<file path="config.mk">
export PLATFORM = sky130hd
export DESIGN_NAME = bounce_engine
export DESIGN_NICKNAME = d
export VERILOG_FILES = /design/src/rtl/bounce_pkg.sv /design/src/rtl/bounce_axis.sv /design/src/rtl/brick_row_tracker.sv /design/src/rtl/paddle_contact.sv /design/src/rtl/bounce_engine.sv
export SDC_FILE = /design/constraint.sdc
export NUM_CORES = 1
export LEC_CHECK = 0
export BUFFER_PORTS_ARGS = -buffer_cell sky130_fd_sc_hd__buf_4
export CORE_ASPECT_RATIO = 0.5
export CORE_MARGIN = 2
export CORE_UTILIZATION = 30
export DETAILED_ROUTE_END_ITERATION = 10
export PLACE_DENSITY = 0.45
export SLEW_MARGIN = 20
export SYNTH_ARGS = -nofsm -noshare
export SYNTH_HDL_FRONTEND = slang
export SYNTH_SLANG_ARGS = --single-unit
</file>
<file path="constraint.sdc">
create_clock -name clk -period 2.76 [get_ports clk]
set_input_delay 0 -clock clk [delete_from_list [all_inputs] [get_ports clk]]
set_output_delay 0 -clock clk [all_outputs]
set_load 0.02 [all_outputs]
</file>
<file path="src/rtl/bounce_pkg.sv">
`timescale 1ns/1ps
package bounce_pkg;
   typedef enum logic [1:0] {
      ST_IDLE = 2'd0,
      ST_RUN  = 2'd1,
      ST_OVER = 2'd2
   } phase_t;
endpackage

</file>
<file path="src/rtl/bounce_axis.sv">
`timescale 1ns/1ps
// One coordinate with its direction bit. It bounces at a low limit and,
// when HAS_CEIL is set, at a high limit. An outside park command sends it
// to a fixed position and points it in the PARK_DIR direction.
module bounce_axis #(
   parameter int W        = 10,
   parameter bit HAS_CEIL = 1'b1,
   parameter int CEIL     = 635,
   parameter int FLOOR    = 1,
   parameter int PARK     = 0,
   parameter bit PARK_DIR = 1'b0,
   parameter int RST_POS  = 0,
   parameter bit RST_DIR  = 1'b1
) (
   input  logic         clk,
   input  logic         rst,
   input  logic         load,
   input  logic [W-1:0] load_pos,
   input  logic         load_dir,
   input  logic         park,
   input  logic         step,
   output logic [W-1:0] pos,
   output logic         dir
);
   localparam logic [W-1:0] CEIL_V  = W'(CEIL);
   localparam logic [W-1:0] FLOOR_V = W'(FLOOR);
   localparam logic [W-1:0] PARK_V  = W'(PARK);
   localparam logic [W-1:0] RST_V   = W'(RST_POS);
   localparam logic [W-1:0] ONE     = W'(1);

   logic ceil_hit;
   logic next_dir;

   generate
      if (HAS_CEIL) begin : g_ceil
         always_comb ceil_hit = (pos > CEIL_V);
      end else begin : g_open
         always_comb ceil_hit = 1'b0;
      end
   endgenerate

   // the reflection is decided before the step, so the step follows the new direction
   always_comb begin
      if (ceil_hit)             next_dir = 1'b0;
      else if (pos < FLOOR_V)   next_dir = 1'b1;
      else                      next_dir = dir;
   end

   always_ff @(posedge clk) begin
      if (rst) begin
         pos <= RST_V;
         dir <= RST_DIR;
      end else if (load) begin
         pos <= load_pos;
         dir <= load_dir;
      end else if (park) begin
         pos <= PARK_V;
         dir <= PARK_DIR;
      end else if (step) begin
         pos <= next_dir ? pos + ONE : pos - ONE;
         dir <= next_dir;
      end
   end
endmodule

</file>
<file path="src/rtl/brick_row_tracker.sv">
`timescale 1ns/1ps
// Holds the index of the brick row now at the top of the field. On each
// top hit it sends a one-cycle clear request and then moves the index
// down by one, stopping at zero.
module brick_row_tracker #(
   parameter int W     = 10,
   parameter int ROWS  = 4,
   parameter int ROW_W = 2,
   parameter int MID   = 320
) (
   input  logic             clk,
   input  logic             rst,
   input  logic             hit,
   input  logic [W-1:0]     hit_x,
   output logic             req,
   output logic [ROW_W-1:0] row,
   output logic             half
);
   localparam logic [ROW_W-1:0] TOP_ROW = ROW_W'(ROWS - 1);
   localparam logic [ROW_W-1:0] ONE     = ROW_W'(1);
   localparam logic [W-1:0]     MID_V   = W'(MID);

   logic [ROW_W-1:0] ptr_q;

   always_ff @(posedge clk) begin
      if (rst) begin
         ptr_q <= TOP_ROW;
         req   <= 1'b0;
         row   <= '0;
         half  <= 1'b0;
      end else begin
         req <= hit;
         if (hit) begin
            row   <= ptr_q;
            half  <= (hit_x >= MID_V);
            ptr_q <= (ptr_q != '0) ? ptr_q - ONE : '0;
         end
      end
   end
endmodule

</file>
<file path="src/rtl/paddle_contact.sv">
`timescale 1ns/1ps
// Tests whether the ball x lies inside the paddle span, both ends included.
module paddle_contact #(
   parameter int W   = 10,
   parameter int LEN = 50
) (
   input  logic [W-1:0] paddle_x,
   input  logic [W-1:0] ball_x,
   output logic         contact
);
   localparam logic [W:0] LEN_V = (W+1)'(LEN);

   logic [W:0] span_hi;
   logic [W:0] bx_ext;

   always_comb begin
      span_hi = {1'b0, paddle_x} + LEN_V;
      bx_ext  = {1'b0, ball_x};
      contact = (ball_x >= paddle_x) && (bx_ext <= span_hi);
   end
endmodule

</file>
<file path="src/rtl/bounce_engine.sv">
`timescale 1ns/1ps
module bounce_engine #(
   parameter int COORD_W  = 10,
   parameter int FIELD_W  = 640,
   parameter int FIELD_H  = 480,
   parameter int BALL_SZ  = 5,
   parameter int PAD_LEN  = 50,
   parameter int PAD_TOP  = 450,
   parameter int NUM_ROWS = 4,
   localparam int ROW_W   = (NUM_ROWS > 1) ? $clog2(NUM_ROWS) : 1
) (
   input  logic               clk,
   input  logic               rst,
   input  logic               frame_tick,
   input  logic [COORD_W-1:0] paddle_x,
   input  logic               start_btn,
   output logic [COORD_W-1:0] ball_x,
   output logic [COORD_W-1:0] ball_y,
   output logic [COORD_W-1:0] paddle_pos,
   output logic               clr_req,
   output logic [ROW_W-1:0]   clr_row,
   output logic               clr_half,
   output logic               game_over
);
   import bounce_pkg::*;

   localparam int X_CEIL  = FIELD_W - BALL_SZ;
   localparam int PARK_Y  = PAD_TOP - BALL_SZ;
   localparam int MID_X   = FIELD_W / 2;
   localparam int PAD_MID = PAD_LEN / 2;
   localparam logic [COORD_W-1:0] PARK_Y_V  = COORD_W'(PARK_Y);
   localparam logic [COORD_W-1:0] PAD_MID_V = COORD_W'(PAD_MID);

   initial begin : elab_checks
      assert (FIELD_W < (1 << COORD_W)) else $error("COORD_W too narrow for FIELD_W");
      assert (FIELD_H < (1 << COORD_W)) else $error("COORD_W too narrow for FIELD_H");
      assert (PAD_TOP + BALL_SZ <= FIELD_H) else $error("paddle row outside field");
      assert (PAD_LEN >= 2 && BALL_SZ >= 1) else $error("bad object size");
      assert (NUM_ROWS >= 1) else $error("NUM_ROWS must be positive");
   end

   phase_t phase_q;
   logic run, idle;
   logic dir_x, dir_y;
   logic live_tick, falling_low, contact, miss;
   logic x_step, y_step, y_park, top_hit;
   logic [COORD_W-1:0] load_x;

   always_comb begin
      run         = (phase_q == ST_RUN);
      idle        = (phase_q == ST_IDLE);
      load_x      = paddle_x + PAD_MID_V;
      live_tick   = run && frame_tick;
      falling_low = dir_y && (ball_y >= PARK_Y_V);
      miss        = live_tick && falling_low && !contact;
      x_step      = live_tick && !miss;
      y_step      = live_tick && !falling_low;
      y_park      = live_tick && falling_low && contact;
      top_hit     = live_tick && (ball_y == '0);
      game_over   = (phase_q == ST_OVER);
   end

   always_ff @(posedge clk) begin
      if (rst) begin
         phase_q <= ST_IDLE;
      end else begin
         case (phase_q)
            ST_IDLE: if (start_btn) phase_q <= ST_RUN;
            ST_RUN:  if (miss)      phase_q <= ST_OVER;
            default: phase_q <= phase_q;
         endcase
      end
   end

   always_ff @(posedge clk) begin
      if (rst) paddle_pos <= '0;
      else     paddle_pos <= paddle_x;
   end

   bounce_axis #(
      .W(COORD_W), .HAS_CEIL(1'b1), .CEIL(X_CEIL), .FLOOR(1),
      .PARK(0), .PARK_DIR(1'b0), .RST_POS(0), .RST_DIR(1'b1)
   ) u_xaxis (
      .clk(clk), .rst(rst), .load(idle), .load_pos(load_x), .load_dir(1'b1),
      .park(1'b0), .step(x_step), .pos(ball_x), .dir(dir_x)
   );

   bounce_axis #(
      .W(COORD_W), .HAS_CEIL(1'b0), .CEIL(0), .FLOOR(1),
      .PARK(PARK_Y), .PARK_DIR(1'b0), .RST_POS(PARK_Y), .RST_DIR(1'b0)
   ) u_yaxis (
      .clk(clk), .rst(rst), .load(idle), .load_pos(PARK_Y_V), .load_dir(1'b0),
      .park(y_park), .step(y_step), .pos(ball_y), .dir(dir_y)
   );

   paddle_contact #(.W(COORD_W), .LEN(PAD_LEN)) u_contact (
      .paddle_x(paddle_x), .ball_x(ball_x), .contact(contact)
   );

   brick_row_tracker #(.W(COORD_W), .ROWS(NUM_ROWS), .ROW_W(ROW_W), .MID(MID_X)) u_bricks (
      .clk(clk), .rst(rst), .hit(top_hit), .hit_x(ball_x),
      .req(clr_req), .row(clr_row), .half(clr_half)
   );
endmodule

</file>
==> results of run 1 <==
## through the flow
stage | setup slack (ns) | util | instances | total power [mW]
floorplan | 0.145 | - | 345 | 0.892
global placement | 0.118 | 0.375 | 508 | 1.03
detailed placement | 0.0201 | 0.375 | 508 | 1.04
CTS | 0.192 | 0.394 | 518 | 1.65
global route | 0.0482 | 0.394 | 518 | 1.72
finish | 0.228 | 0.394 | 518 | 1.63
## power by group through the flow
stage,clock [mW],combinational [mW],sequential (mW)
floorplan,0,0.221,0.671
global placement,0,0.383,0.646
detailed placement,0,0.391,0.646
CTS,0.624,0.395,0.633
global route,0.646,0.437,0.637
finish,0.602,0.395,0.633
## worst max-delay path, stage by stage, from the launching register on
cell and delay, ns:
dfxtp_1 0.43, inv_1 0.15, ha_2 0.26, nand2b_1 0.10, a311oi_2 0.15, nor3_2 0.37, nand3_1 0.25, and3_1 0.26
buf_4 0.16, o311a_1 0.29
## metal layers
metal,up-vias,global-route usage,wire [um]
met2,58,0.260,3360
met4,0,0.0400,117
met5,-,0,0
met1,1207,0.224,4120
li1,1350,-,-
met3,10,0.0383,375
## state kept, by name, indices dropped and copies added, names as in the netlist
name            cells
u_yaxis.pos        10
paddle_pos         10
u_bricks.ptr_q      2
u_bricks.row        2
u_xaxis.pos        10
u_xaxis.dir         1
u_bricks.req        1
phase_q             2
u_bricks.half       1
u_yaxis.dir         1
## cell families after synthesis
| group | after synthesis |
|---|---|
| and+or+nand+nor | 135 |
| AOI/OAI and AO/OA | 78 |
| xor gates and xnor gates | 27 |
| buffers and inverters | 32 |
| DFF | 40 |
| adders and majority gates | 29 |
| muxes | 4 |
## cells in the final DEF, fill, tap and decap left out, types with 3 or more instances in the layout
cell	count
a211oi_1	5
a21o_1	5
a21oi_1	22
a31oi_1	4
and2_1	3
and3_1	4
buf_4	60
clkbuf_16	5
dfxtp_1	40
ha_1	28
inv_1	18
mux2i_1	4
nand2_1	27
nand2b_1	5
nand3_1	19
nand4_1	4
nor2_1	35
nor3_1	13
o21ai_0	8
o21ai_1	4
o311a_1	3
or3_1	4
xnor2_1	21
xor2_1	6
## cell type report
cell class                 count  area share
clock buffer                   6      0.0395
clock inverter                 2     0.00285
inverter                      18      0.0192
multi-input combinational    273       0.535
sequential                    40       0.228
tap                          117      0.0417
timing repair buffer          62       0.134
## worst max path at each step
| stage | to | slack [ns] | cells after the start |
|---|---|---|---|
| 6_report | u_xaxis.pos[6]$_SDFFE_PP0P_ | 0.23 | 9 |
| 5_1_grt | u_xaxis.pos[3]$_SDFFE_PP0P_ | 0.05 | 9 |
| 3_3_place_gp | u_xaxis.pos[3]$_SDFFE_PP0P_ | 0.12 | 14 |
| 4_1_cts | u_xaxis.pos[6]$_SDFFE_PP0P_ | 0.19 | 9 |
| 3_5_place_dp | u_xaxis.pos[7]$_SDFFE_PP0P_ | 0.02 | 14 |
| 2_1_floorplan | u_xaxis.pos[9]$_SDFFE_PP0P_ | 0.14 | 9 |
## repair_timing
action | CTS | global route
gates resized for setup | 0 | 1
endpoints found under the setup margin | 0 | 2
endpoints found under the hold margin | 2 | 0
hold buffers | 2 | 0
==> run_results.csv, run 1 <==
group,metric,value,unit
run_status,status,"finished, violations left",
run_status,violations,"negative hold slack",
logic_synthesis,yosysUniqueCellTypes,60,
die,die_w,141,um
worst_setup_path,worst-path-max-fanout,8,
final_layout,diodes,0,
worst_setup_path,r2r-start,"u_yaxis.pos[0]$_SDFFE_PP1P_",
die,die_height,72.5,um
logic_synthesis,netlist.area_leader.share,0.284,
clocking,cts_setup_buffers,0,
global_route,grt.total_usage,0.163,
power,p_per_area,464,nW/um2
logic_synthesis,ys_seq_elements,40,
final_layout,stdcell_area,3510,um2
final_layout,multiInputGateArea,1880,um2
clocking,clk_pin_slew,0.06,ns
power,combPwrFrac,0.242,
sta,worst_slew_pin_slew,0.789,ns
worst_setup_path,crit_required,2.93,ns
logic_synthesis,synth_edf_count,0,
drt,wirelength,7970,um
logic_synthesis,synth_nets,388,
die,core-area,8920,um2
final_layout,nets,443,
logic_synthesis,syn_inst,345,
power,p_leak,1.52,nW
worst_setup_path,cp.arrival,2.70,ns
drt,vias,2625,
logic_synthesis,synth.top_cells.by_count,"dfxtp_1 (40), nor2_1 (35), ha_1 (29)",
min_path,worstHoldStart,"start_btn",
worst_setup_path,path_class,"register to register",
worst_setup_path,reg2reg_depth,9,
logic_synthesis,syn_area,2820,um2
logic_synthesis,async_reset_ff_frac,0,
logic_synthesis,yosysMostFrequentCell,"dfxtp_1",
logic_synthesis,synth_top_family_by_area,"simple AND/OR/NAND/NOR gates",
global_route,first_global_vias,2620,
worst_setup_path,end_kind,"register",
drt,drt_drc_violations_left,0,
sta,holdWs,-0.00320,ns
min_path,hold_class,"input pin to register",
final_layout,ff_latch_area,801,um2
logic_synthesis,synth_compound_area_frac,0.195,
global_route,grt_first_pass_wirelength,13300,um
power,ir_worst_vdd,0.203,mV
power,p_seq_frac,0.388,
final_layout,layout-drive-gt1-share,0.197,
placed_design,place_congestion,0.927,
die,start_util,0.316,
placed_design,hpwl,6150,um
logic_synthesis,synth_mux_area_frac,0.0142,
logic_synthesis,syn_avg_cell_area,8.17,um2
sta,clock_skew,0.00742,ns
power,clkPwrFrac,0.369,
flow_run,maxCapViolCount,0,
sta,setup_viol,0,
clocking,cts_made_buffers,5,
clocking,clockBufferDepth,2,
clocking,cts_root_buf,"clkbuf_16",
drt,routed_via_density,5.07,
sta,max_freq,395,MHz
clocking,clkSinkCount,40,
min_path,hold_depth,3,
sta,rsz0062_at_grt,"no",
worst_setup_path,rrSetupSlack,0.23,ns
worst_setup_path,critPathLaunch,"u_yaxis.pos[0]$_SDFFE_PP1P_",
global_route,grt_max_degree,31,
die,num_rows,24,
sta,timing.final.crit_period,2.53,ns
sta,tns,0,ns
logic_synthesis,synth_xor_area_frac,0.0839,
worst_setup_path,crit_path_start_kind,"register",
final_layout,nFillCells,921,
min_path,hold_path_end,"phase_q[0]$_SDFFE_PP0P_",
placed_design,io_buffers,48,
final_layout,area_growth,24.7,%
clocking,cts_tree,"done",
drt,detail-route-antenna-nets,0,
sta,finalCritPeriodShare,0.918,
power,p_sw,503,uW
clocking,cts_max_level,2,
sta,slew_viol_final,0,
die,dieArea,10200,um2
power,internal-power,1.13,mW
power,switching_share,0.308,
placed_design,placedInstanceArea,3340,um2
drt,drt_first_pass_iters,4,
logic_synthesis,synthSimpleGateAreaFrac,0.244,
die,ioPinCount,49,
drt,wl_per_cell,15.4,um
logic_synthesis,synthFlopType,"dfxtp_1",
global_route,grt_antenna_before_repair,0,
logic_synthesis,ys_seq_area_frac,0.284,
global_route,gr-total-overflow,0,
sta,relSlewSlack,0.473,
worst_setup_path,r2r-end,"u_xaxis.pos[6]$_SDFFE_PP0P_",
logic_synthesis,ys_warn_count,0,
drt,drt_iter0_drc,113,
sta,finalHoldViolCount,1,
logic_synthesis,synth_fa_ha_area_frac,0.129,
logic_synthesis,synthTopCellsByArea,"dfxtp_1 (28%), ha_1 (13%), xnor2_1 (6.5%)",
clocking,clk_latency,0.29,ns
logic_synthesis,yosysTopAreaCell,"dfxtp_1",
Note: power is estimated with default switching activity, not from simulation.
==> inputs of run 2 (changes only) <==
- clock period: 2.76 -> 2.52 ns (I/O delays scaled with it)
==> run_results.csv, run 2 (same netlist as run 1, synthesis figures left out) <==
group,metric,value,unit
run_status,status,"finished clean",
clocking,cts_root_buf,"clkbuf_16",
flow_run,maxCapViolCount,0,
final_layout,layout.cells.non_filler,536,
worst_setup_path,path_buf_inv,2,
global_route,first_global_vias,2631,
worst_setup_path,path_class,"register to register",
worst_setup_path,crit_slowest_cell,"a311oi_4",
final_layout,final_common_cell,"buf_4",
drt,drt_first_pass_iters,7,
power,p_seq_frac,0.384,
placed_design,place_congestion,0.867,
global_route,grt.total_usage,0.159,
sta,finalHoldViolCount,0,
final_layout,final_cell_mix,"buf_4 (79), dfxtp_1 (36), nor2_1 (35), ha_1 (29), nand2_1 (27)",
worst_setup_path,critPathTopFamily,"compound AO/OA/AOI/OAI gates",
sta,rsz0062_at_grt,"yes",
global_route,grt_antenna_before_repair,0,
drt,drt_drc_violations_left,0,
clocking,cts_max_level,2,
worst_setup_path,end_kind,"register",
global_route,grt_first_pass_wirelength,12900,um
sta,slew_viol_final,0,
clocking,cts_setup_buffers,0,
final_layout,largestRegisters,"paddle_pos x10, u_xaxis.pos x10, u_yaxis.pos x10",
drt,wl_per_cell,14.9,um
min_path,hold_class,"input pin to register",
sta,timing.final.crit_period,2.40,ns
placed_design,hpwl,6290,um
worst_setup_path,crit_path_start_kind,"register",
sta,setup_viol,0,
clocking,cts_made_buffers,5,
drt,drt_iter0_drc,109,
drt,routed_via_density,5.10,
global_route,grt_max_degree,31,
sta,tns,0,ns
die,dieArea,10200,um2
sta,max_freq,417,MHz
clocking,clk_pin_slew,0.06,ns
die,ioPinCount,49,
power,clkPwrFrac,0.360,
sta,relSlewSlack,0.622,
power,switching_share,0.299,
worst_setup_path,cp.arrival,2.58,ns
die,die_w,141,um
die,start_util,0.316,
sta,worst_slew_pin_slew,0.562,ns
worst_setup_path,crit_required,2.70,ns
power,internal-power,1.26,mW
clocking,clk_latency,0.28,ns
worst_setup_path,worst-path-max-fanout,8,
final_layout,nets,461,
placed_design,io_buffers,48,
final_layout,diodes,0,
sta,clock_skew,0.00639,ns
drt,wirelength,7990,um
die,num_rows,24,
power,p_leak,1.61,nW
worst_setup_path,max_stage_delay,0.42,ns
worst_setup_path,path_cells,"inv_1 > ha_1 > nand2b_1 > a311oi_4 > nor3_4 > o211ai_2 > nand3_2 > buf_4 > mux2i_1 > a211oi_1",
placed_design,place_inst,527,
die,core-area,8920,um2
clocking,clkSinkCount,40,
power,p_per_area,487,nW/um2
die,die_height,72.5,um
power,combPwrFrac,0.256,
final_layout,area_growth,30.6,%
drt,vias,2735,
sta,finalCritPeriodShare,0.952,
power,ir_worst_vdd,0.247,mV
final_layout,layout-drive-gt1-share,0.243,
drt,detail-route-antenna-nets,0,
global_route,gr-total-overflow,0,
clocking,cts_tree,"done",
clocking,clockBufferDepth,2,
power,p_sw,537,uW
==> run 2: path summary, 6_finish.rpt <==
kind,startpoint,endpoint,cells after the start,slack (ns)
worst min-delay path,paddle_x[5],paddle_pos[5]$_SDFF_PP0_,3,0.03
worst min register to register,u_bricks.row[0]$_SDFFE_PP0P_,u_bricks.row[0]$_SDFFE_PP0P_,2,0.46
worst max register to register,u_yaxis.pos[1]$_SDFFE_PP0P_,u_xaxis.pos[1]$_SDFFE_PP0P_,10,0.12
worst max-delay path,u_yaxis.pos[1]$_SDFFE_PP0P_,u_xaxis.pos[1]$_SDFFE_PP0P_,10,0.12
==> run 2: worst reg2reg max path: stages (launching register included) <==
cell,delay [ns]
dfxtp_2,0.37
inv_1,0.10
ha_1,0.18
nand2b_1,0.18
a311oi_4,0.42
nor3_4,0.12
o211ai_2,0.13
nand3_2,0.23
buf_4,0.20
mux2i_1,0.11
a211oi_1,0.26
==> run 2: routing by layer <==
metal  vias up  wire (um)  GRT usage
met3         7        332     0.0383
met5         -          0          0
met1      1281       4110      0.217
li1       1391          -          -
met2        56       3490      0.259
met4         0         55     0.0300
==> run 2: power by group through the flow <==
| stage | Combinational, mW | Sequential (mW) | Clock (mW) |
|---|---|---|---|
| 2_1_floorplan | 0.242 | 0.736 | 0 |
| 3_3_place_gp | 0.446 | 0.702 | 0 |
| 3_5_place_dp | 0.450 | 0.702 | 0 |
| 4_1_cts | 0.454 | 0.688 | 0.670 |
| 5_1_grt | 0.507 | 0.692 | 0.694 |
| 6_report | 0.458 | 0.689 | 0.645 |
==> run 2: area by class of cell <==
class / count / area (um2)
clock buffers: 8 / 146
fillers: 928 / 5240
flip-flops and latches: 40 / 806
inverters: 18 / 67.6
multi-input cells: 273 / 1910
repair buffers: 80 / 603
well taps: 117 / 146
==> run 2: through the flow <==
| stage | power (mW) | cell area, um2 | setup slack, ns | utilization | hold WS (ns) |
|---|---|---|---|---|---|
| after floorplan | 0.978 | 2820 | 0.0152 | - | 0.128 |
| after global placement | 1.15 | 3490 | -0.0918 | 0.391 | 0.277 |
| after detailed placement | 1.15 | 3490 | -0.161 | 0.391 | 0.294 |
| after CTS | 1.81 | 3640 | 0.0428 | 0.409 | 0.0212 |
| after global routing | 1.89 | 3680 | -0.0476 | 0.413 | 0.0398 |
| final | 1.79 | 3680 | 0.122 | 0.413 | 0.0258 |
==> run 2: timing repair <==
action	4_1_cts	5_1_grt
hold endpoints to repair	1	0
gates resized for setup	0	7
hold buffers	1	0
setup endpoints to repair	0	10
==> inputs of run 3 (changes only) <==
- CORE_MARGIN: 2 -> unset
- HOLD_SLACK_MARGIN: unset -> 0.05
==> run_results.csv, run 3 (same netlist as run 1, synthesis figures left out) <==
group,metric,value,unit
worst_setup_path,critical_path.most_common_cell,"buf_4",
sta,max_freq,409,MHz
power,finalPower,1.82,mW
placed_design,hpwl,6340,um
clocking,cts_root_buf,"clkbuf_16",
placed_design,place_inst,527,
final_layout,ff_latch_area,803,um2
die,die_height,70.5,um
final_layout,final_cell_mix,"buf_4 (81), dfxtp_1 (38), nor2_1 (34), ha_1 (29), nand2_1 (26)",
worst_setup_path,max_stage_delay,0.54,ns
drt,routed_via_density,5.13,
sta,tns,0,ns
global_route,grt_antenna_before_repair,0,
worst_setup_path,critPathTopFamily,"buffers and inverters",
power,p_leak,1.65,nW
sta,finalHoldViolCount,0,
placed_design,place_congestion,0.865,
die,start_util,0.316,
clocking,cts_made_buffers,5,
drt,top_layer,"met4",
global_route,grt_max_degree,31,
power,ir_worst_vdd,0.234,mV
global_route,grt.total_usage,0.172,
placed_design,dp_slack,-0.196,ns
run_status,violations,"design-rule violations",
worst_setup_path,worst-path-max-fanout,8,
sta,relSlewSlack,0.658,
final_layout,final_common_cell,"buf_4",
drt,met3_length,482,um
sta,finalCritPeriodShare,0.971,
run_status,status,"finished, violations left",
drt,wl_per_cell,15.1,um
drt,drt_iter0_drc,95,
clocking,clockBufferDepth,2,
worst_setup_path,cp.arrival,2.62,ns
sta,setup_ws,0.0732,ns
worst_setup_path,crit_required,2.69,ns
clocking,clk_pin_slew,0.06,ns
drt,drt_drc_violations_left,2,
placed_design,io_buffers,48,
sta,holdWs,0.0824,ns
worst_setup_path,path_class,"input pin to register",
final_layout,layout.cells.non_filler,544,
final_layout,final_util,0.425,
final_layout,layout-drive-gt1-share,0.258,
clocking,clk_latency,0.28,ns
worst_setup_path,path_cells,"dlygate4sd3_1 > buf_4 > inv_1 > ha_1 > nand4_1 > or3_1 > o211ai_4 > and3_4 > buf_4 > a21boi_1 > o31a_1",
clocking,cts_max_level,2,
final_layout,nFillCells,898,
drt,wl_met1,4090,um
clocking,cts_tree,"done",
drt,wirelength,8230,um
final_layout,stdcell_area,3790,um2
die,ioPinCount,49,
die,core-area,8920,um2
global_route,gr-total-overflow,0,
worst_setup_path,path_buf_inv,4,
min_path,hold_class,"input pin to register",
drt,vias,2788,
global_route,grt_first_pass_wirelength,13400,um
worst_setup_path,crit_slowest_cell,"dlygate4sd3_1",
drt,route.met2.wl,3540,um
die,num_rows,24,
die,die_w,139,um
drt,detail-route-antenna-nets,0,
power,p_per_area,480,nW/um2
sta,timing.final.crit_period,2.45,ns
worst_setup_path,crit_path_start_kind,"input pin",
final_layout,nets,469,
sta,clock_skew,0.00489,ns
final_layout,largestRegisters,"paddle_pos x10, u_xaxis.pos x10, u_yaxis.pos x10",
sta,setup_viol,0,
final_layout,area_growth,34.4,%
final_layout,diodes,0,
sta,slew_viol_final,0,
clocking,clkSinkCount,40,
worst_setup_path,end_kind,"register",
final_layout,multiInputGateArea,1950,um2
flow_run,maxCapViolCount,0,
placed_design,placedInstanceArea,3490,um2
drt,drt_first_pass_iters,9,
die,dieArea,9810,um2
global_route,first_global_vias,2688,
sta,worst_slew_pin_slew,0.508,ns
run 3: power by group:
group	switching [mW]	internal (mW)
registers	0.0280	0.660
logic	0.273	0.217
clock network	0.247	0.395
run 3: layout make-up:
type	count	share of cell area
clock buffer	8	0.0386
inverter	18	0.0178
multi-input combinational	273	0.515
sequential	40	0.212
tap	117	0.0386
timing repair buffer	88	0.178
run 3: path summary, 6_finish.rpt:
kind | start | to | slack, ns | cells after the start
setup / recovery | paddle_x[9] | u_xaxis.pos[8]$_SDFFE_PP0P_ | 0.07 | 11
hold / removal | paddle_x[6] | paddle_pos[6]$_SDFF_PP0_ | 0.08 | 3
setup reg to reg | u_xaxis.pos[1]$_SDFFE_PP0P_ | u_xaxis.pos[7]$_SDFFE_PP0P_ | 0.11 | 8
hold reg to reg | u_bricks.row[0]$_SDFFE_PP0P_ | u_bricks.row[0]$_SDFFE_PP0P_ | 0.45 | 2
run 3: repair_timing:
item                                   4_1_cts  5_1_grt
endpoints found under the hold margin        7        0
setup endpoints to repair                    0       11
setup buffers                                0        2
hold buffers                                 6        0
resized for setup                            0       16
run 3: metal layers:
metal / vias up / track usage
met4: 0 / 0.0407
met1: 1308 / 0.239
met5: - / 0
li1: 1406 / -
met2: 63 / 0.268
met3: 11 / 0.0427
run 3: tightest hold or removal path: cells and delay by family:
kind                   cells  cell delay, ns
AND/OR/NAND/NOR            1            0.12
buffers and inverters      2            0.20
